$ cat src/rtl/ptw_pkg.sv
package ptw_pkg;
  localparam int WORD_W    = 36;
  localparam int CODE_W    = 18;
  localparam int DIRTY_BIT = 26;

  localparam logic [1:0] PT_PRIV = 2'd0;
  localparam logic [1:0] PT_SHR  = 2'd1;
  localparam logic [1:0] PT_IND  = 2'd2;
  localparam logic [1:0] PT_BAD  = 2'd3;

  localparam logic [CODE_W-1:0] C_ALRV   = 18'o401000;
  localparam logic [CODE_W-1:0] C_XSIND  = 18'o201000;
  localparam logic [CODE_W-1:0] C_PNIC   = 18'o500000;
  localparam logic [CODE_W-1:0] C_DEEP   = 18'o200000;
  localparam logic [CODE_W-1:0] C_SHRNIC = 18'o240000;
  localparam logic [CODE_W-1:0] C_ISHNIC = 18'o204000;
  localparam logic [CODE_W-1:0] C_T2NIC  = 18'o220000;
  localparam logic [CODE_W-1:0] C_T3NIC  = 18'o202000;

  typedef enum logic [3:0] {
    S_IDLE, S_PTE, S_CHK, S_SPT, S_CST, S_DIRTY, S_MAP, S_TRAP, S_TR0, S_TR1
  } walk_st_t;
endpackage

$ cat src/rtl/ptw_base_sel.sv
module ptw_base_sel #(
  parameter int PAGE_W       = 9,
  parameter int ADDR_W       = 18,
  parameter int MON_HI_FIRST = 384
) (
  input  logic              user,
  input  logic [PAGE_W-1:0] page,
  input  logic [PAGE_W:0]   limit,
  input  logic [ADDR_W-1:0] user_base,
  input  logic [ADDR_W-1:0] map_base,
  input  logic [ADDR_W-1:0] mon_base,
  output logic              over_limit,
  output logic [ADDR_W-1:0] pte_addr
);
  localparam logic [PAGE_W-1:0] HI_FIRST = PAGE_W'(MON_HI_FIRST);
  logic [ADDR_W-1:0] base;

  always_comb begin
    over_limit = user && ({1'b0, page} >= limit);
    if (user)                 base = user_base;
    else if (page >= HI_FIRST) base = mon_base;
    else                      base = map_base;
    pte_addr = base + ADDR_W'(page);
  end
endmodule

$ cat src/rtl/ptw_cst_eval.sv
module ptw_cst_eval
  import ptw_pkg::*;
(
  input  logic [WORD_W-1:0] cst,
  input  logic              write_ref,
  output logic              absent,
  output logic [CODE_W-1:0] code,
  output logic              need_dirty,
  output logic [WORD_W-1:0] cst_new
);
  always_comb begin
    absent = (cst[35:33] == 3'd0);
    case (cst[32:31])
      2'd0:    code = 18'o100000;
      2'd1:    code = 18'o040000;
      2'd2:    code = 18'o020000;
      default: code = 18'o010000;
    endcase
    need_dirty = write_ref && !cst[DIRTY_BIT];
    cst_new    = cst | (WORD_W'(1) << DIRTY_BIT);
  end
endmodule

$ cat src/rtl/ptw_nic_code.sv
module ptw_nic_code
  import ptw_pkg::*;
(
  input  logic              via_ptr,
  input  logic [1:0]        level,
  output logic [CODE_W-1:0] code
);
  always_comb begin
    if (via_ptr) code = (level == 2'd1) ? C_T2NIC : C_T3NIC;
    else         code = (level == 2'd1) ? C_SHRNIC : C_ISHNIC;
  end
endmodule

$ cat src/rtl/page_walker.sv
module page_walker
  import ptw_pkg::*;
#(
  parameter int PAGE_W       = 9,
  parameter int CPN_W        = 9,
  parameter int SIDX_W       = 9,
  parameter int SLOT_W       = 9,
  parameter int ADDR_W       = 18,
  parameter int MON_HI_FIRST = 384,
  parameter int STAT_OFF     = 16
) (
  input  logic                clk,
  input  logic                rst,
  input  logic                start,
  input  logic                start_user,
  input  logic                start_write,
  input  logic [PAGE_W-1:0]   start_page,
  input  logic [WORD_W-1:0]   start_wdata,
  input  logic [ADDR_W-1:0]   user_base,
  input  logic [ADDR_W-1:0]   map_base,
  input  logic [ADDR_W-1:0]   mon_base,
  input  logic [ADDR_W-1:0]   spt_base,
  input  logic [ADDR_W-1:0]   cst_base,
  input  logic [PAGE_W:0]     addr_limit,
  output logic                busy,
  output logic                mem_req,
  output logic                mem_we,
  output logic [ADDR_W-1:0]   mem_addr,
  output logic [WORD_W-1:0]   mem_wdata,
  input  logic                mem_ack,
  input  logic [WORD_W-1:0]   mem_rdata,
  output logic [WORD_W-1:0]   chk_pte,
  input  logic [CODE_W-1:0]   chk_code,
  input  logic                chk_wcopy,
  output logic                map_we,
  output logic [PAGE_W:0]     map_idx,
  output logic [CPN_W:0]      map_wdata,
  output logic                done,
  output logic                trap_valid,
  output logic [WORD_W-1:0]   trap_status
);
  localparam int NEXT_W = CPN_W + SLOT_W;

  walk_st_t            st;
  logic [1:0]          level;
  logic [PAGE_W-1:0]   page_q;
  logic                user_q, wr_q, wcopy_q, via_ptr;
  logic [WORD_W-1:0]   wdata_q, pte_q, status_q;
  logic [CPN_W-1:0]    cpn_q;
  logic [SLOT_W-1:0]   slot_q;

  logic                over_limit;
  logic [ADDR_W-1:0]   first_addr;
  logic                cst_absent, cst_need_dirty;
  logic [CODE_W-1:0]   cst_code, nic_code, deep_bit;
  logic [WORD_W-1:0]   cst_new;

  ptw_base_sel #(.PAGE_W(PAGE_W), .ADDR_W(ADDR_W), .MON_HI_FIRST(MON_HI_FIRST)) u_base (
    .user(start_user), .page(start_page), .limit(addr_limit),
    .user_base(user_base), .map_base(map_base), .mon_base(mon_base),
    .over_limit(over_limit), .pte_addr(first_addr)
  );

  ptw_cst_eval u_cst (
    .cst(mem_rdata), .write_ref(wr_q), .absent(cst_absent), .code(cst_code),
    .need_dirty(cst_need_dirty), .cst_new(cst_new)
  );

  ptw_nic_code u_nic (.via_ptr(via_ptr), .level(level), .code(nic_code));

  assign deep_bit = (level != 2'd1) ? C_DEEP : '0;
  assign busy     = (st != S_IDLE);
  assign chk_pte  = pte_q;

  function automatic logic [WORD_W-1:0] mk_status(input logic [CODE_W-1:0] c,
      input logic u, input logic w, input logic [PAGE_W-1:0] p);
    logic [WORD_W-1:0] s;
    s = '0;
    s[WORD_W-1 -: CODE_W] = c;
    s[17] = u;
    s[16] = w;
    s[PAGE_W-1:0] = p;
    return s;
  endfunction

  always_ff @(posedge clk) begin
    if (rst) begin
      st          <= S_IDLE;
      level       <= 2'd1;
      page_q      <= '0;
      user_q      <= 1'b0;
      wr_q        <= 1'b0;
      wcopy_q     <= 1'b0;
      via_ptr     <= 1'b0;
      wdata_q     <= '0;
      pte_q       <= '0;
      status_q    <= '0;
      cpn_q       <= '0;
      slot_q      <= '0;
      mem_req     <= 1'b0;
      mem_we      <= 1'b0;
      mem_addr    <= '0;
      mem_wdata   <= '0;
      map_we      <= 1'b0;
      map_idx     <= '0;
      map_wdata   <= '0;
      done        <= 1'b0;
      trap_valid  <= 1'b0;
      trap_status <= '0;
    end else begin
      done       <= 1'b0;
      trap_valid <= 1'b0;
      map_we     <= 1'b0;
      case (st)
        S_IDLE: if (start) begin
          page_q  <= start_page;
          user_q  <= start_user;
          wr_q    <= start_write;
          wdata_q <= start_wdata;
          level   <= 2'd1;
          wcopy_q <= 1'b0;
          via_ptr <= 1'b0;
          if (over_limit) begin
            status_q <= mk_status(C_ALRV, start_user, start_write, start_page);
            st       <= S_TRAP;
          end else begin
            mem_req  <= 1'b1;
            mem_we   <= 1'b0;
            mem_addr <= first_addr;
            st       <= S_PTE;
          end
        end
        S_PTE: if (mem_ack) begin
          pte_q   <= mem_rdata;
          mem_req <= 1'b0;
          st      <= S_CHK;
        end
        S_CHK: begin
          wcopy_q <= wcopy_q | chk_wcopy;
          if (pte_q[35:34] == PT_BAD) begin
            status_q <= mk_status(C_ALRV, user_q, wr_q, page_q);
            st       <= S_TRAP;
          end else if (chk_code != '0) begin
            status_q <= mk_status(chk_code | deep_bit, user_q, wr_q, page_q);
            st       <= S_TRAP;
          end else if (pte_q[35:34] == PT_PRIV) begin
            if (pte_q[33:30] != 4'd0) begin
              status_q <= mk_status(C_PNIC | deep_bit, user_q, wr_q, page_q);
              st       <= S_TRAP;
            end else begin
              via_ptr  <= 1'b0;
              cpn_q    <= pte_q[CPN_W-1:0];
              mem_req  <= 1'b1;
              mem_addr <= cst_base + ADDR_W'(pte_q[CPN_W-1:0]);
              st       <= S_CST;
            end
          end else if (pte_q[35:34] == PT_SHR) begin
            via_ptr  <= 1'b0;
            mem_req  <= 1'b1;
            mem_addr <= spt_base + ADDR_W'(pte_q[SIDX_W-1:0]);
            st       <= S_SPT;
          end else if (level == 2'd3) begin
            status_q <= mk_status(C_XSIND, user_q, wr_q, page_q);
            st       <= S_TRAP;
          end else begin
            via_ptr  <= 1'b1;
            slot_q   <= pte_q[SIDX_W +: SLOT_W];
            mem_req  <= 1'b1;
            mem_addr <= spt_base + ADDR_W'(pte_q[SIDX_W-1:0]);
            st       <= S_SPT;
          end
        end
        S_SPT: if (mem_ack) begin
          if (mem_rdata[33:30] != 4'd0) begin
            mem_req  <= 1'b0;
            status_q <= mk_status(nic_code, user_q, wr_q, page_q);
            st       <= S_TRAP;
          end else begin
            cpn_q    <= mem_rdata[CPN_W-1:0];
            mem_addr <= cst_base + ADDR_W'(mem_rdata[CPN_W-1:0]);
            st       <= S_CST;
          end
        end
        S_CST: if (mem_ack) begin
          if (cst_absent) begin
            mem_req  <= 1'b0;
            status_q <= mk_status(cst_code, user_q, wr_q, page_q);
            st       <= S_TRAP;
          end else if (via_ptr) begin
            level    <= level + 2'd1;
            mem_addr <= ADDR_W'(NEXT_W'({cpn_q, slot_q}));
            st       <= S_PTE;
          end else if (cst_need_dirty) begin
            mem_we    <= 1'b1;
            mem_wdata <= cst_new;
            st        <= S_DIRTY;
          end else begin
            mem_req <= 1'b0;
            st      <= S_MAP;
          end
        end
        S_DIRTY: if (mem_ack) begin
          mem_req <= 1'b0;
          mem_we  <= 1'b0;
          st      <= S_MAP;
        end
        S_MAP: begin
          map_we    <= 1'b1;
          map_idx   <= {user_q, page_q};
          map_wdata <= {~wcopy_q, cpn_q};
          done      <= 1'b1;
          st        <= S_IDLE;
        end
        S_TRAP: begin
          mem_req   <= 1'b1;
          mem_we    <= 1'b1;
          mem_addr  <= mon_base + ADDR_W'(STAT_OFF);
          mem_wdata <= status_q;
          st        <= S_TR0;
        end
        S_TR0: if (mem_ack) begin
          mem_addr  <= mem_addr + ADDR_W'(1);
          mem_wdata <= wdata_q;
          st        <= S_TR1;
        end
        S_TR1: if (mem_ack) begin
          mem_req     <= 1'b0;
          mem_we      <= 1'b0;
          trap_valid  <= 1'b1;
          trap_status <= status_q;
          st          <= S_IDLE;
        end
        default: st <= S_IDLE;
      endcase
    end
  end

  p_one_end_r1: assert property (@(posedge clk) disable iff (rst)
    !(done && trap_valid));

  p_limit_trap_r2: assert property (@(posedge clk) disable iff (rst)
    (st == S_IDLE) && start && start_user && ({1'b0, start_page} >= addr_limit)
    |=> (st == S_TRAP) && (status_q[WORD_W-1 -: CODE_W] == C_ALRV));

  p_level_range_r7: assert property (@(posedge clk) disable iff (rst)
    (st != S_IDLE) |-> (level != 2'd0));

  p_dirty_write_r9: assert property (@(posedge clk) disable iff (rst)
    (st == S_DIRTY) |-> mem_req && mem_we && mem_wdata[DIRTY_BIT]);

  p_req_hold_r14: assert property (@(posedge clk) disable iff (rst)
    mem_req && !mem_ack |=> mem_req && $stable(mem_addr) && $stable(mem_we)
                            && $stable(mem_wdata));
endmodule

$ cat config.mk
export PLATFORM = sky130hd
export DESIGN_NAME = page_walker
export DESIGN_NICKNAME = d
export VERILOG_FILES = /design/src/rtl/ptw_pkg.sv /design/src/rtl/ptw_base_sel.sv /design/src/rtl/ptw_cst_eval.sv /design/src/rtl/ptw_nic_code.sv /design/src/rtl/page_walker.sv
export SDC_FILE = /design/constraint.sdc
export NUM_CORES = 1
export LEC_CHECK = 0
export BUFFER_PORTS_ARGS = -buffer_cell sky130_fd_sc_hd__buf_2
export CAP_MARGIN = 20
export CORE_ASPECT_RATIO = 1.2
export CORE_MARGIN = 3
export CORE_UTILIZATION = 49
export DETAILED_ROUTE_END_ITERATION = 6
export HOLD_SLACK_MARGIN = 0.02
export PLACE_DENSITY_LB_ADDON = 0.15
export SETUP_SLACK_MARGIN = 0.4
export SYNTH_ARGS = -nofsm -noshare
export SYNTH_HDL_FRONTEND = slang
export SYNTH_SLANG_ARGS = --single-unit
$ cat constraint.sdc
create_clock -name clk -period 3.1 [get_ports clk]
set_clock_uncertainty 0.1 [all_clocks]
set_input_delay 0.31 -clock clk [delete_from_list [all_inputs] [get_ports clk]]
set_output_delay 0.31 -clock clk [all_outputs]
set_load 0.03 [all_outputs]
# After elaboration in Yosys (flattened, before gate mapping)
# Cells that the tools add are included.
# totals
regBits,259
in_bits,206
output_inout_bits,152
elab_cells,225
# classes
n_addsub,7
order_cmp,2
n_eq_ne,45
mux,105
bitwise,9
reduce_logical,36
# ops
op,n
36-bit two-way mux,17
18-bit two-way mux,17
36-bit case mux with 4 select lines,1
18-bit case mux with 6 select lines,1
36-bit case mux with 3 select lines,1
18-bit by 9-bit adder with 18-bit output,4
9-bit two-way mux,6
16-bit case mux with 3 select lines,1
4-bit two-way mux,10
2-bit != test (second input constant),20
4-bit case mux with 9 select lines,1
1-bit two-way mux,29
13-bit AND reduction,2
4-bit nonzero test,5
18-bit by 1-bit adder with 18-bit output (second input constant),1
18-bit by 5-bit adder with 18-bit output (second input constant),1
18-bit by 17-bit OR with 18-bit output,1
9-bit case mux with 2 select lines,1
6-bit AND reduction,3
18-bit nonzero test,1
17-bit two-way mux,1
4-bit by 3-bit == test with 1-bit output (second input constant),4
15-bit two-way mux,1
3-bit two-way mux,5
other kinds (35),70

# Logic depth before layout (Yosys ltp)
# Gate-level depths: netlist (run 1).
# logic_depth
depth_word,7
depth_mapped,16
ltp_nobuf,13

# Cells and area by module
# A second synthesis (run 1) with hierarchy kept.
# hier_totals
cells_unflattened,1892
area_unflattened_um2,14572.7
# by_module_without_submodules
module,n_inst,cells_per_inst,area_per_inst_um2,seq_area_each_um2
page_walker,1,1643,12821.0,4904.7
ptw_base_sel,1,169,1187.4,0.0
ptw_cst_eval,1,58,420.4,0.0
ptw_nic_code,1,22,143.9,0.0

# Least setup slack after synthesis (run 1)
# Ideal clock, no wire load.
# synth_timing
path_kind,flip-flop to flip-flop
start,register pte_q[35] (netlist: chk_pte[35])
end,register mem_addr[9]
t_arrival_ns,3.431
setup_slack_ns,-0.565
path_stages_with_launch,15
period_less_slack_ns,3.665
path_cell_list,dfxtp_1 > or2_2 > buf_2 > buf_1 > clkbuf_1 > nand2_1 > o21ai_0 > ha_1 > a211oi_1 > o211ai_1 > a311o_1 > xor2_1 > a221o_1 > o21ai_0 > o22ai_1
# synth_between
elab_chain_len,6
# synth_rtl
element,line,text
"start, declared",page_walker.sv:48,"logic [WORD_W-1:0] wdata_q, pte_q, status_q;"
"start signal, assigned",page_walker.sv:134,pte_q <= mem_rdata;
2-bit by 1-bit == test with 1-bit output,page_walker.sv:157,end else if (pte_q[35:34] == PT_SHR) begin
18-bit two-way mux,page_walker.sv:157,
18-bit two-way mux,page_walker.sv:146,end else if (pte_q[35:34] == PT_PRIV) begin
18-bit two-way mux,page_walker.sv:143,end else if (chk_code != '0) begin
18-bit two-way mux,page_walker.sv:140,if (pte_q[35:34] == PT_BAD) begin
18-bit case mux with 6 select lines,page_walker.sv:114,case (st)
"end signal, assigned",page_walker.sv:129,mem_addr <= first_addr;
"end signal, assigned",page_walker.sv:154,mem_addr <= cst_base + ADDR_W'(pte_q[CPN_W-1:0]);
"end signal, assigned",page_walker.sv:160,mem_addr <= spt_base + ADDR_W'(pte_q[SIDX_W-1:0]);
"end, declared",page_walker.sv:28,"output logic [ADDR_W-1:0] mem_addr,"
# Several ways; a longest one is shown, not always the timed one. The select of a mux whose other input is x is not followed.
# A chain may end at the register's enable or synchronous reset.

# Final worst setup path (run 1)
# layout_timing
start,register pte_q[34] (netlist: chk_pte[34])
end,register mem_addr[17]
# Same word-level chain as after synthesis.

==> results of run 1 <==
[worst paths after layout]
| check | start | end | slack [ns] |
|---|---|---|---|
| worst min-delay path | start_user | user_q$_SDFFE_PP0P_ | 0.04 |
| worst max-delay path | chk_pte[34]$_SDFFE_PP0P_ | mem_addr[17]$_SDFFE_PP0P_ | 0.14 |
| worst max register to register | chk_pte[34]$_SDFFE_PP0P_ | mem_addr[17]$_SDFFE_PP0P_ | 0.14 |
| worst min register to register | map_wdata[0]$_SDFFE_PP0P_ | map_wdata[0]$_SDFFE_PP0P_ | 0.35 |
[worst register-to-register path, cell delays in order (launching register included)]
cell	delay, ns
dfxtp_4	0.35
or2_4	0.30
nand2_2	0.10
o21ai_4	0.07
ha_4	0.29
a211oi_4	0.06
o211ai_1	0.38
a21oi_2	0.14
o21ai_2	0.25
mux2_4	0.35
nor4_4	0.21
buf_4	0.15
o32ai_1	0.07
[kinds of logic after synthesis]
kind of cell | count (synthesis)
mux | 60
other cells | 1
buf+inv | 164
flops | 245
xor+xnor | 56
simple gates | 778
compound gates | 478
fa+ha+maj | 44
[repair_timing]
item,4_1_cts,5_1_grt
setup endpoints to repair,13,31
pin swaps,36,37
resized for setup,32,35
endpoints found under the hold margin,107,0
setup buffers,7,8
hold buffers,83,0
gates cloned,0,1
[state kept, by name, summed over array words and instances (netlist names)]
register	flops
wcopy_q	1
user_q	1
done	1
level	2
cpn_q	9
map_idx	10
via_ptr	1
map_wdata	10
mem_wdata	36
trap_status	29
slot_q	9
wdata_q	36
mem_we	1
mem_req	1
status_q	29
trap_valid	1
st	4
chk_pte	36
page_q	9
mem_addr	18
wr_q	1
[synthesized netlist by cell type, types with 12 or more instances]
library cell,number,area [sq um]
a211oi_1,20,150
a21o_1,18,135
a21oi_1,187,936
a221oi_1,12,105
a22oi_1,42,315
a311oi_1,40,350
buf_2,28,140
clkbuf_1,93,349
dfxtp_1,245,4900
ha_1,40,500
inv_1,29,109
mux2_2,15,169
mux2i_1,45,450
nand2_1,424,1590
nand2b_1,23,144
nand3_1,39,195
nand4_1,16,100
nor2_1,141,529
nor2b_1,15,93.8
nor3_1,43,215
nor4_1,15,93.8
o211ai_1,15,113
o21ai_0,52,260
xnor2_1,33,289
xor2_1,23,201
[power groups by stage]
stage	clock, mW	combinational [mW]	sequential [mW]
after CTS	3.13	5.08	3.90
after floorplan	0	2.80	4.18
final	3.10	5.35	3.92
after global placement	0	4.75	3.95
after detailed placement	0	4.81	3.97
after global routing	3.26	5.70	3.95
[placed cells by master (no fill, tap or decap), types with 42 or more instances in the layout]
cell type,Yosys,final
nand2_1,424,408
buf_2,28,349
dfxtp_1,245,243
a21oi_1,187,185
nor2_1,141,138
buf_4,9,99
dlygate4sd3_1,0,83
mux2i_1,45,45
o21ai_0,52,44
a22oi_1,42,42
[routing by layer]
layer | wire length [um] | part of all wire [%] | track usage [%]
met4 | 3590 | 6.3 | 20.1
met2 | 27500 | 48 | 60.7
met3 | 4940 | 8.6 | 6.73
met1 | 21200 | 37 | 41.2
met5 | 22 | 0.038 | 0
[layout make-up]
class / count / area [sq um] / area share (%)
multi-input combinational: 1424 / 8840 / 47.3
sequential: 245 / 4910 / 26.3
timing repair buffer: 543 / 3510 / 18.8
clock buffer: 32 / 714 / 3.83
tap: 374 / 468 / 2.51
clock inverter: 11 / 118 / 0.630
inverter: 29 / 109 / 0.583
antenna: 1 / 2.50 / 0.0134
[metrics by stage]
step	hold WS (ns)	instance area, sq um	worst slack [ns]	instances
after floorplan	0.336	14100	0.0266	1832
after global placement	0.340	16500	0.0477	2515
after CTS	0.0218	18400	0.220	2649
after detailed placement	0.344	16500	0.0145	2516
after global routing	0.0438	18700	0.103	2659
final	0.0428	18700	0.135	2659
==> run_results.csv, run 1 <==
group,metric,value,unit
setup_path,cp_max_fo,6,
place,gp_congestion,0.959,
run,cap_violations,0,
synthesis,syn_inst,1826,
drt,wl_per_cell,21.5,um
setup_path,crit_path_max_incr_delay,0.38,ns
pwr,power_frac_comb,43.2,%
cells_and_area,utilization,67.9,%
clock_tree,htree_levels,1,
synthesis,muxShareOfSynthArea,4.45,%
timing,post-route-period-util,95.6,%
place,dp.final_hpwl,41.3,mm
setup_path,critPathArrivalTime,3.27,ns
setup_path,worst-setup-path-type,"register to register",
synthesis,ys_warn_count,0,
synthesis,syn-cell-area,0.0139,sq mm
setup_path,crit_chain,"or2_4 > nand2_2 > o21ai_4 > ha_4 > a211oi_4 > o211ai_1 > a21oi_2 > o21ai_2 > mux2_4 > nor4_4 > buf_4 > o32ai_1",
pwr,internal-power,7.42,mW
clock_tree,numCtsBuffers,26,
synthesis,syn_area_per_cell,7.62,sq um
setup_path,start_kind,"register",
global_routing,antenna_found_initial,3,
clock_tree,cts_tree,"yes",
synthesis,synth_edf_count,0,
pwr,power_switching,4.95,mW
setup_path,crit_buf_inv,1,
synthesis,yosysUniqueCellTypes,81,
drt,vias,15800,
global_routing,gr-total-overflow,0,
synthesis,synth-compound-area-share,22.9,%
floorplanning,start_util,50.6,%
cells_and_area,nets,2518,
global_routing,grt_pass1_wl,85.7,mm
timing,fin_setup_tns,0,ns
floorplanning,die_h,191,um
synthesis,synthArstFlopShare,0,%
floorplanning,num_rows,66,
pwr,power_frac_clock,25.1,%
worst_hold_path,hp-class,"primary input to register",
timing,fmaxAchievable,0.337,GHz
drt,postRouteAntennaNets,0,
timing,grt_setup_unrepaired,"true",
global_routing,grt_pass1_vias,15200,
status,status,"complete, no violations",
place,io_buffers,350,
synthesis,synth_top_family_by_area,"simple AND/OR/NAND/NOR gates",
drt,wirelength,57.3,mm
clock_tree,clock-sinks,245,
synthesis,yosys.area_share.adder,4.10,%
synthesis,ys_seq_area_share,35.3,%
pwr,leakage,7.81,nW
pwr,finalPower,12.4,mW
drt,drtIter0Drc,1405,
pwr,switching_share,40.0,%
setup_path,cp_num_cells,12,
floorplanning,die_w,160,um
setup_path,required,3.40,ns
floorplanning,core,0.0275,sq mm
clock_tree,worst_skew_pair.late_latency,0.53,ns
pwr,power.density,663,mW/mm^2
worst_hold_path,hold_depth,3,
floorplanning,dieArea,0.0305,sq mm
clock_tree,ctsRootBufferMaster,"clkbuf_16",
cells_and_area,area_growth,34.2,%
synthesis,ys_seq_elements,245,
timing,final_max_slew_viol_count,0,
timing,min_period,2.96,ns
cells_and_area,drive_above_1_share,26.6,%
global_routing,track_usage,35.3,%
drt,drc_errors,0,
pwr,power_frac_seq,31.7,%
drt,vias_per_cell,5.95,
synthesis,synth_xor_area_share,3.53,%
timing,finalHoldViolCount,0,
timing,slew_headroom,42.7,%
cells_and_area,fillCellCount,2353,
timing,worstMarginPinSlew,0.838,ns
setup_path,end_kind,"register",
clock_tree,clockBufferDepth,3,
global_routing,grt_max_degree,86,
setup_path,reg2reg_depth,12,
drt,drtPass1Iterations,7,
floorplanning,boundaryPins,358,
setup_path,cpMaxStageDelayCell,"o211ai_1",
synthesis,synthSimpleGateAreaFrac,24.8,%
setup_path,critical_path.top_delay_family,"compound AO/OA/AOI/OAI gates",
clock_tree,clkSlewWorstSetupHoldPaths,0.06,ns
pwr,irDropWorstVdd,547,uV
synthesis,ys.flop_type,"dfxtp_1",
timing,setup_violations,0,
Note: power is estimated with default switching activity, not from simulation.
==> run 2: changes to the inputs <==
ABC_AREA = 1   (was unset)
==> run 2 against run 1 <==
Effect of this change: the run now ends with design-rule violations left; clock power rose by 7.1%; first-iteration DRC count fell by 0.14%; die area rose by 2.7%; non-clock buffer count fell by 69; clock-buffer cell count did not move; setup slack improved by 0.42 ns; hold slack got worse by 0.015 ns; flip-flop and latch count did not move.
==> run_results.csv, run 2 <==
group,metric,value,unit
timing,post-route-period-util,82.0,%
clock_tree,worst_skew_pair.late_latency,0.54,ns
global_routing,grt_max_degree,83,
synthesis,syn-cell-area,0.0143,sq mm
worst_hold_path,hold_depth,3,
pwr,power.density,833,mW/mm^2
synthesis,ys_seq_area_share,34.3,%
setup_path,cp_max_fo,31,
timing,fmaxAchievable,0.394,GHz
floorplanning,start_util,50.5,%
clock_tree,clockBufferDepth,3,
synthesis,syn_inst,2232,
floorplanning,die_h,193,um
global_routing,grt_pass1_wl,85.9,mm
synthesis,syn_area_per_cell,6.41,sq um
synthesis,synthArstFlopShare,0,%
drt,postRouteAntennaNets,0,
clock_tree,ctsRootBufferMaster,"clkbuf_16",
place,post_dp_cell_area,0.0164,sq mm
drt,vias_per_cell,5.55,
timing,fin_setup_tns,0,ns
synthesis,ys_warn_count,0,
worst_hold_path,hp-class,"primary input to register",
pwr,power_frac_clock,21.9,%
pwr,power_frac_seq,29.7,%
worst_hold_path,min_from,"mem_rdata[7]",
timing,setup_violations,0,
pwr,power_switching,6.97,mW
pwr,finalPower,15.2,mW
place,dp.final_hpwl,43.1,mm
drt,drc_errors,2,
cells_and_area,mostFrequentLayoutCell,"nand2_1",
synthesis,netlist_top_cells_count,"493 x nand2_1, 256 x inv_1, 245 x dfxtp_1, 245 x o21ai_0, 242 x a21oi_1",
setup_path,critical_path.top_delay_family,"simple AND/OR/NAND/NOR gates",
clock_tree,htree_levels,1,
setup_path,critPathLaunch,"st[1]$_SDFFE_PP0P_",
setup_path,worst-setup-path-type,"register to register",
setup_path,cpMaxStageDelayCell,"dfxtp_1",
timing,worstMarginPinSlew,0.976,ns
status,violations,"design-rule violations",
status,status,"finished with violations",
pwr,leakage,8.46,nW
setup_path,reg2reg_slack,0.56,ns
global_routing,grt_pass1_vias,15900,
setup_path,required,3.40,ns
clock_tree,cts_tree,"yes",
global_routing,gr-total-overflow,0,
cells_and_area,area_growth,27.3,%
timing,slew_headroom,34.9,%
clock_tree,clock-sinks,245,
cells_and_area,fillCellCount,2668,
floorplanning,die_w,162,um
synthesis,ys_seq_elements,245,
synthesis,yosysMostFrequentCell,"nand2_1",
synthesis,synth_edf_count,0,
drt,wl_per_cell,18.9,um
clock_tree,numCtsBuffers,26,
synthesis,synth_area_leader_cell,"dfxtp_1",
setup_path,reg2reg_depth,12,
place,gp_congestion,0.989,
setup_path,crit_chain,"nor2_1 > nand2_1 > buf_6 > inv_2 > nand2_1 > nand2_1 > nor2_1 > nand2_1 > nor2_2 > nand3_2 > o21ai_0 > a21oi_1",
floorplanning,boundaryPins,358,
global_routing,track_usage,34.8,%
clock_tree,clkSlewWorstSetupHoldPaths,0.06,ns
drt,drtPass1Iterations,7,
synthesis,synth_area_leaders,"dfxtp_1 34%, nand2_1 13%, o21ai_0 8.6%",
pwr,irDropWorstVdd,694,uV
cells_and_area,drive_above_1_share,19.1,%
pwr,power_frac_comb,48.4,%
setup_path,crit_buf_inv,2,
pwr,switching_share,45.9,%
synthesis,yosysUniqueCellTypes,48,
place,io_buffers,350,
drt,wirelength,57.1,mm
floorplanning,core,0.0283,sq mm
setup_path,r2r-start,"st[1]$_SDFFE_PP0P_",
pwr,internal-power,8.20,mW
cells_and_area,finalInstanceArea,0.0182,sq mm
setup_path,path_common_cell,"nand2_1",
setup_path,crit_path_max_incr_delay,0.41,ns
setup_path,rr_endpoint,"mem_addr[4]$_SDFFE_PP0P_",
timing,final_max_slew_viol_count,0,
setup_path,start_kind,"register",
cells_and_area,layout_common_cells,"490 x nand2_1, 350 x buf_2, 254 x inv_1",
cells_and_area,nets,2869,
synthesis,yosys.area.top_type_share,34.3,%
floorplanning,dieArea,0.0313,sq mm
timing,min_period,2.54,ns
drt,vias,16800,
worst_hold_path,holdPathEnd,"chk_pte[7]$_SDFFE_PP0P_",
global_routing,antenna_found_initial,1,
floorplanning,num_rows,67,
setup_path,critPathArrivalTime,2.84,ns
drt,drtIter0Drc,1403,
run,cap_violations,0,
timing,finalHoldViolCount,0,
synthesis,ys.flop_type,"dfxtp_1",
timing,grt_setup_unrepaired,"true",
setup_path,end_kind,"register",
[run 2: cell types whose count changed after synthesis, moves of 21 or more]
cell / previous run / this run
nor2_1: 141 / 214
nor3_1: 43 / 22
o21ai_0: 52 / 245
a21oi_1: 187 / 242
a22oi_1: 42 / 0
inv_1: 29 / 256
mux2i_1: 45 / 0
nand3_1: 39 / 171
a311oi_1: 40 / 0
xnor2_1: 33 / 5
nand2_1: 424 / 493
nand2b_1: 23 / 0
clkbuf_1: 93 / 71
xor2_1: 23 / 2
[run 2: layer usage]
metal  global-route usage [%]  part of all wire [%]  up-vias
met2                     63.5                    50      749
met3                     4.74                   6.3      178
li1                         -                     -     8144
met5                        0                     0        -
met4                     19.9                   6.6        0
met1                     38.9                    37     7695
[run 2: final cells by class]
cell class	count	area (sq um)	share of cell area [%]
clock buffer	32	744	4.09
clock inverter	15	169	0.927
antenna	1	2.50	0.0137
tap	379	474	2.60
timing repair buffer	474	2920	16.0
inverter	274	1030	5.67
sequential	245	4910	27.0
multi-input combinational	1599	7970	43.7
[run 2: timing repair]
item,4_1_cts,5_1_grt
buffers inserted,0,7
endpoints found under the hold margin,86,0
hold buffers,76,0
pin swaps,0,8
resized for setup,3,22
setup endpoints to repair,8,29
[run 2: worst max-delay path by stage]
stage                                end  slack (ns)  depth (start not counted)
6_report        mem_addr[4]$_SDFFE_PP0P_        0.56                         12
5_1_grt         mem_addr[0]$_SDFFE_PP0P_        0.35                         12
4_1_cts        mem_addr[16]$_SDFFE_PP0P_        0.43                         17
3_5_place_dp   mem_addr[16]$_SDFFE_PP0P_        0.15                         19
3_3_place_gp   mem_addr[16]$_SDFFE_PP0P_        0.24                         19
2_1_floorplan  mem_addr[16]$_SDFFE_PP0P_        0.40                         19
[run 2: power by group through the flow]
stage | registers (mW) | clock network [mW] | logic [mW]
6_report | 4.51 | 3.32 | 7.35
5_1_grt | 4.57 | 3.47 | 8.13
4_1_cts | 4.48 | 3.33 | 7.09
3_5_place_dp | 4.54 | 0 | 6.97
3_3_place_gp | 4.52 | 0 | 6.91
2_1_floorplan | 4.91 | 0 | 4.52
[run 2: worst reg2reg max path, delay by kind of cell, from the launching register on]
kind / cells / cell delay (ns)
compound gates: 2 / 0.37
buf+inv: 2 / 0.37
flops: 1 / 0.41
simple gates: 8 / 1.16
[run 2: per-stage QoR]
stage,instances,worst slack [ns],hold slack (ns),util [%]
2_1_floorplan,2238,0.403,0.323,-
3_3_place_gp,2888,0.243,0.331,57.8
3_5_place_dp,2888,0.148,0.333,57.8
4_1_cts,3011,0.434,0.0234,63.7
5_1_grt,3019,0.355,0.0220,64.3
6_report,3019,0.559,0.0278,64.3
[run 2: cells by family after synthesis]
family / count (synthesis) / share of synthesized area, %
AO/OA/AOI/OAI: 584 / 22.2
buffers and inverters: 394 / 11.0
XOR/XNOR: 7 / 0.429
adder cells (fa/ha/maj): 43 / 3.92
other: 1 / 0.0262
flip-flops: 245 / 34.3
AND/OR/NAND/NOR: 958 / 28.1
==> run 3: changes to the inputs <==
clock period = 2.04 ns   (was 3.1 ns; I/O delays follow)
==> run 3 against run 2 <==
Effect of this change: the run now fails in 5_1_grt; synthesized cell count stayed put; synthesized area did not move.
==> run_results.csv, run 3 <==
group,metric,value,unit
global_routing,track_usage,75.2,%
clock_tree,htree_levels,1,
synthesis,ys.flop_type,"dfxtp_1",
floorplanning,die_w,162,um
place,post_dp_cell_area,0.0182,sq mm
global_routing,gr-total-overflow,93,
synthesis,synth_edf_count,0,
place,dp.final_hpwl,46.3,mm
place,io_buffers,350,
status,tool.error,"[ERROR GRT-0232] Routing congestion too high. Check the congestion heatmap in the GUI.",
clock_tree,numCtsBuffers,26,
synthesis,synthArstFlopShare,0,%
place,gp_congestion,1.03,
synthesis,synth_area_leaders,"dfxtp_1 34%, nand2_1 13%, o21ai_0 8.6%",
synthesis,synth_area_leader_cell,"dfxtp_1",
clock_tree,clock-sinks,245,
status,status,"did not finish",
synthesis,yosys.area.top_type_share,34.3,%
clock_tree,clockBufferDepth,3,
synthesis,syn_area_per_cell,6.41,sq um
synthesis,netlist_top_cells_count,"493 x nand2_1, 256 x inv_1, 245 x dfxtp_1, 245 x o21ai_0, 242 x a21oi_1",
floorplanning,die_h,193,um
synthesis,ys_seq_elements,245,
floorplanning,boundaryPins,358,
synthesis,ys_seq_area_share,34.3,%
place,dp_worst_setup_slack,-0.517,ns
global_routing,grt_max_degree,83,
floorplanning,start_util,50.5,%
floorplanning,num_rows,67,
synthesis,syn_inst,2232,
synthesis,yosysMostFrequentCell,"nand2_1",
timing,worstEndpointType,"register data pin",
synthesis,ys_warn_count,0,
synthesis,syn-cell-area,0.0143,sq mm
status,stop_stage,"5_1_grt",
timing,postGrtWorstEndpoint,"mem_addr[17]$_SDFFE_PP0P_/D",
clock_tree,ctsRootBufferMaster,"clkbuf_16",
synthesis,yosysUniqueCellTypes,48,
## run 3: cells by family after synthesis
kind of cell             count (synthesis)  synth area share [%]
adder cells (fa/ha/maj)                 43                  3.92
other                                    1                0.0262
AND/OR/NAND/NOR                        958                  28.1
XOR/XNOR                                 7                 0.429
flip-flops                             245                  34.3
buffers and inverters                  394                  11.0
AO/OA/AOI/OAI                          584                  22.2
## run 3: per-stage QoR
stage	hold WS, ns	instances
detailed placement	0.331	3075
CTS	0.0252	3286
floorplan	0.239	2238
global placement	0.330	3075
## run 3: what timing repair did
action | CTS
setup buffers | 54
hold buffers | 92
gates cloned | 23
endpoints found under the setup margin | 188
endpoints found under the hold margin | 115
gates resized for setup | 444
pin swaps | 115
## run 3: routing by layer
| layer | overflow | GRT usage, % |
|---|---|---|
| met1 | 2 | 73.7 |
| met2 | 37 | 92.9 |
| met3 | 4 | 58.1 |
| met4 | 50 | 78.2 |
| met5 | 0 | 33.5 |
==> run 4: changes to the inputs <==
CORE_ASPECT_RATIO = unset   (was 1.2)
CORE_UTILIZATION = 39   (was 49)
HOLD_SLACK_MARGIN = unset   (was 0.02)
SETUP_SLACK_MARGIN = unset   (was 0.4)
clock period = 2.7 ns   (was 2.04 ns; I/O delays follow)
==> run 4 against run 3 <==
Effect of this change: the run now ends clean.
==> run_results.csv, run 4 (synthesis results as in run 2) <==
group,metric,value,unit
timing,setup_violations,0,
floorplanning,dieArea,0.0390,sq mm
setup_path,end_kind,"register",
cells_and_area,utilization,51.9,%
cells_and_area,area_growth,30.0,%
clock_tree,cts_tree,"yes",
drt,drtIter0Drc,1464,
floorplanning,core,0.0358,sq mm
drt,drtPass1Iterations,7,
floorplanning,boundaryPins,358,
setup_path,crit_path_max_incr_delay,0.45,ns
cells_and_area,finalInstanceArea,0.0186,sq mm
pwr,leakage,8.66,nW
drt,vias_per_cell,5.24,
floorplanning,die_h,198,um
drt,wirelength,57.7,mm
cells_and_area,stdcell_count,3145,
pwr,power.density,943,mW/mm^2
floorplanning,start_util,39.9,%
clock_tree,ctsRootBufferMaster,"clkbuf_16",
setup_path,reg2reg_depth,11,
cells_and_area,drive_above_1_share,19.3,%
timing,grt_setup_unrepaired,"false",
setup_path,required,2.99,ns
global_routing,grt_pass1_vias,15100,
global_routing,grt_max_degree,83,
cells_and_area,regArea,0.00491,sq mm
clock_tree,numCtsBuffers,27,
clock_tree,clock-sinks,245,
setup_path,cp_max_fo,7,
floorplanning,num_rows,69,
timing,fmaxAchievable,0.396,GHz
clock_tree,worst_skew_pair.late_latency,0.55,ns
drt,drc_errors,0,
cells_and_area,mostFrequentLayoutCell,"nand2_1",
setup_path,start_kind,"register",
timing,min_period,2.53,ns
timing,worstMarginPinSlew,0.998,ns
cells_and_area,layout_common_cells,"491 x nand2_1, 350 x buf_2, 256 x inv_1",
place,gp_congestion,0.945,
run,cap_violations,0,
place,dp.final_hpwl,44.7,mm
timing,post-route-period-util,93.5,%
cells_and_area,fillCellCount,3668,
floorplanning,die_w,198,um
clock_tree,clockBufferDepth,3,
global_routing,antenna_found_initial,4,
drt,wl_per_cell,18.3,um
timing,final_max_slew_viol_count,0,
clock_tree,clkSlewWorstSetupHoldPaths,0.07,ns
drt,postRouteAntennaNets,0,
cells_and_area,multi_input_area,0.00788,sq mm
setup_path,critPathArrivalTime,2.81,ns
status,status,"complete, no violations",
timing,finalHoldViolCount,0,
worst_hold_path,hp-class,"primary input to register",
place,io_buffers,350,
place,post_dp_cell_area,0.0168,sq mm
timing,holdWs,0.00744,ns
cells_and_area,nets,2908,
global_routing,grt_pass1_wl,86.2,mm
setup_path,cpMaxStageDelayCell,"dfxtp_1",
pwr,finalPower,17.6,mW
setup_path,crit_chain,"inv_2 > nor2_2 > nand2_1 > nand2_1 > nor2_2 > a21oi_1 > o21ai_0 > a21oi_1 > nand3_1 > nand2_1 > a21oi_1",
pwr,irDropWorstVdd,652,uV
timing,slew_headroom,33.5,%
setup_path,cp_num_cells,11,
setup_path,critical_path.top_delay_family,"simple AND/OR/NAND/NOR gates",
place,place_inst,3005,
global_routing,gr-total-overflow,0,
global_routing,track_usage,28.0,%
worst_hold_path,hold_depth,5,
setup_path,crit_buf_inv,1,
clock_tree,htree_levels,1,
setup_path,worst-setup-path-type,"register to register",
clock_tree,cts_setup_buffers,0,
drt,vias,16500,
[run 4: final timing paths]
kind                                  from                   endpoint  slack, ns
setup reg to reg        st[2]$_SDFFE_PP0P_  mem_addr[11]$_SDFFE_PP0P_       0.17
hold / removal                chk_code[13]  status_q[31]$_SDFFE_PP0P_      0.007
hold reg to reg   chk_pte[26]$_SDFFE_PP0P_   chk_pte[26]$_SDFFE_PP0P_       0.34
setup / recovery        st[2]$_SDFFE_PP0P_  mem_addr[11]$_SDFFE_PP0P_       0.17
[run 4: tightest hold or removal path, cell delays in order]
cell	delay, ns
buf_2	0.10
a21oi_1	0.06
nand3_1	0.07
nand2_1	0.06
nor2_1	0.07
[run 4: repair_timing]
item,CTS,global route
hold buffers,86,0
gates resized for setup,0,9
endpoints found under the hold margin,105,0
endpoints found under the setup margin,0,11
[run 4: routing by layer]
| metal | vias to the layer above | global-route usage [%] | routed length (um) |
|---|---|---|---|
| li1 | 8231 | - | - |
| met5 | - | 0 | 7 |
| met3 | 105 | 5.30 | 4600 |
| met1 | 7502 | 41.2 | 26900 |
| met2 | 655 | 41.9 | 24600 |
| met4 | 2 | 7.52 | 1620 |
[run 4: per-stage QoR]
step                      TNS (ns)  setup WS, ns
after floorplan                  0        0.0164
after detailed placement  -0.00793      -0.00793
after global placement           0        0.0122
after CTS                        0        0.0977
after global routing             0       0.00249
final                            0         0.175
[run 4: final cells by class]
cell class              count  area share, %
multi-input cells        1599           42.4
clock inverters            12          0.686
inverters                 274           5.54
diodes                      4         0.0538
flip-flops and latches    245           26.4
clock buffers              38           4.12
repair buffers            512           17.7
well taps                 461           3.10
[run 4: power by group]
group	internal, mW	switching (mW)	leakage [nW]	total (mW)
combinational	2.87	5.79	6.21	8.66
clock	2.18	1.53	0.445	3.71
sequential	4.48	0.699	2.00	5.18
total	9.53	8.02	8.66	17.6
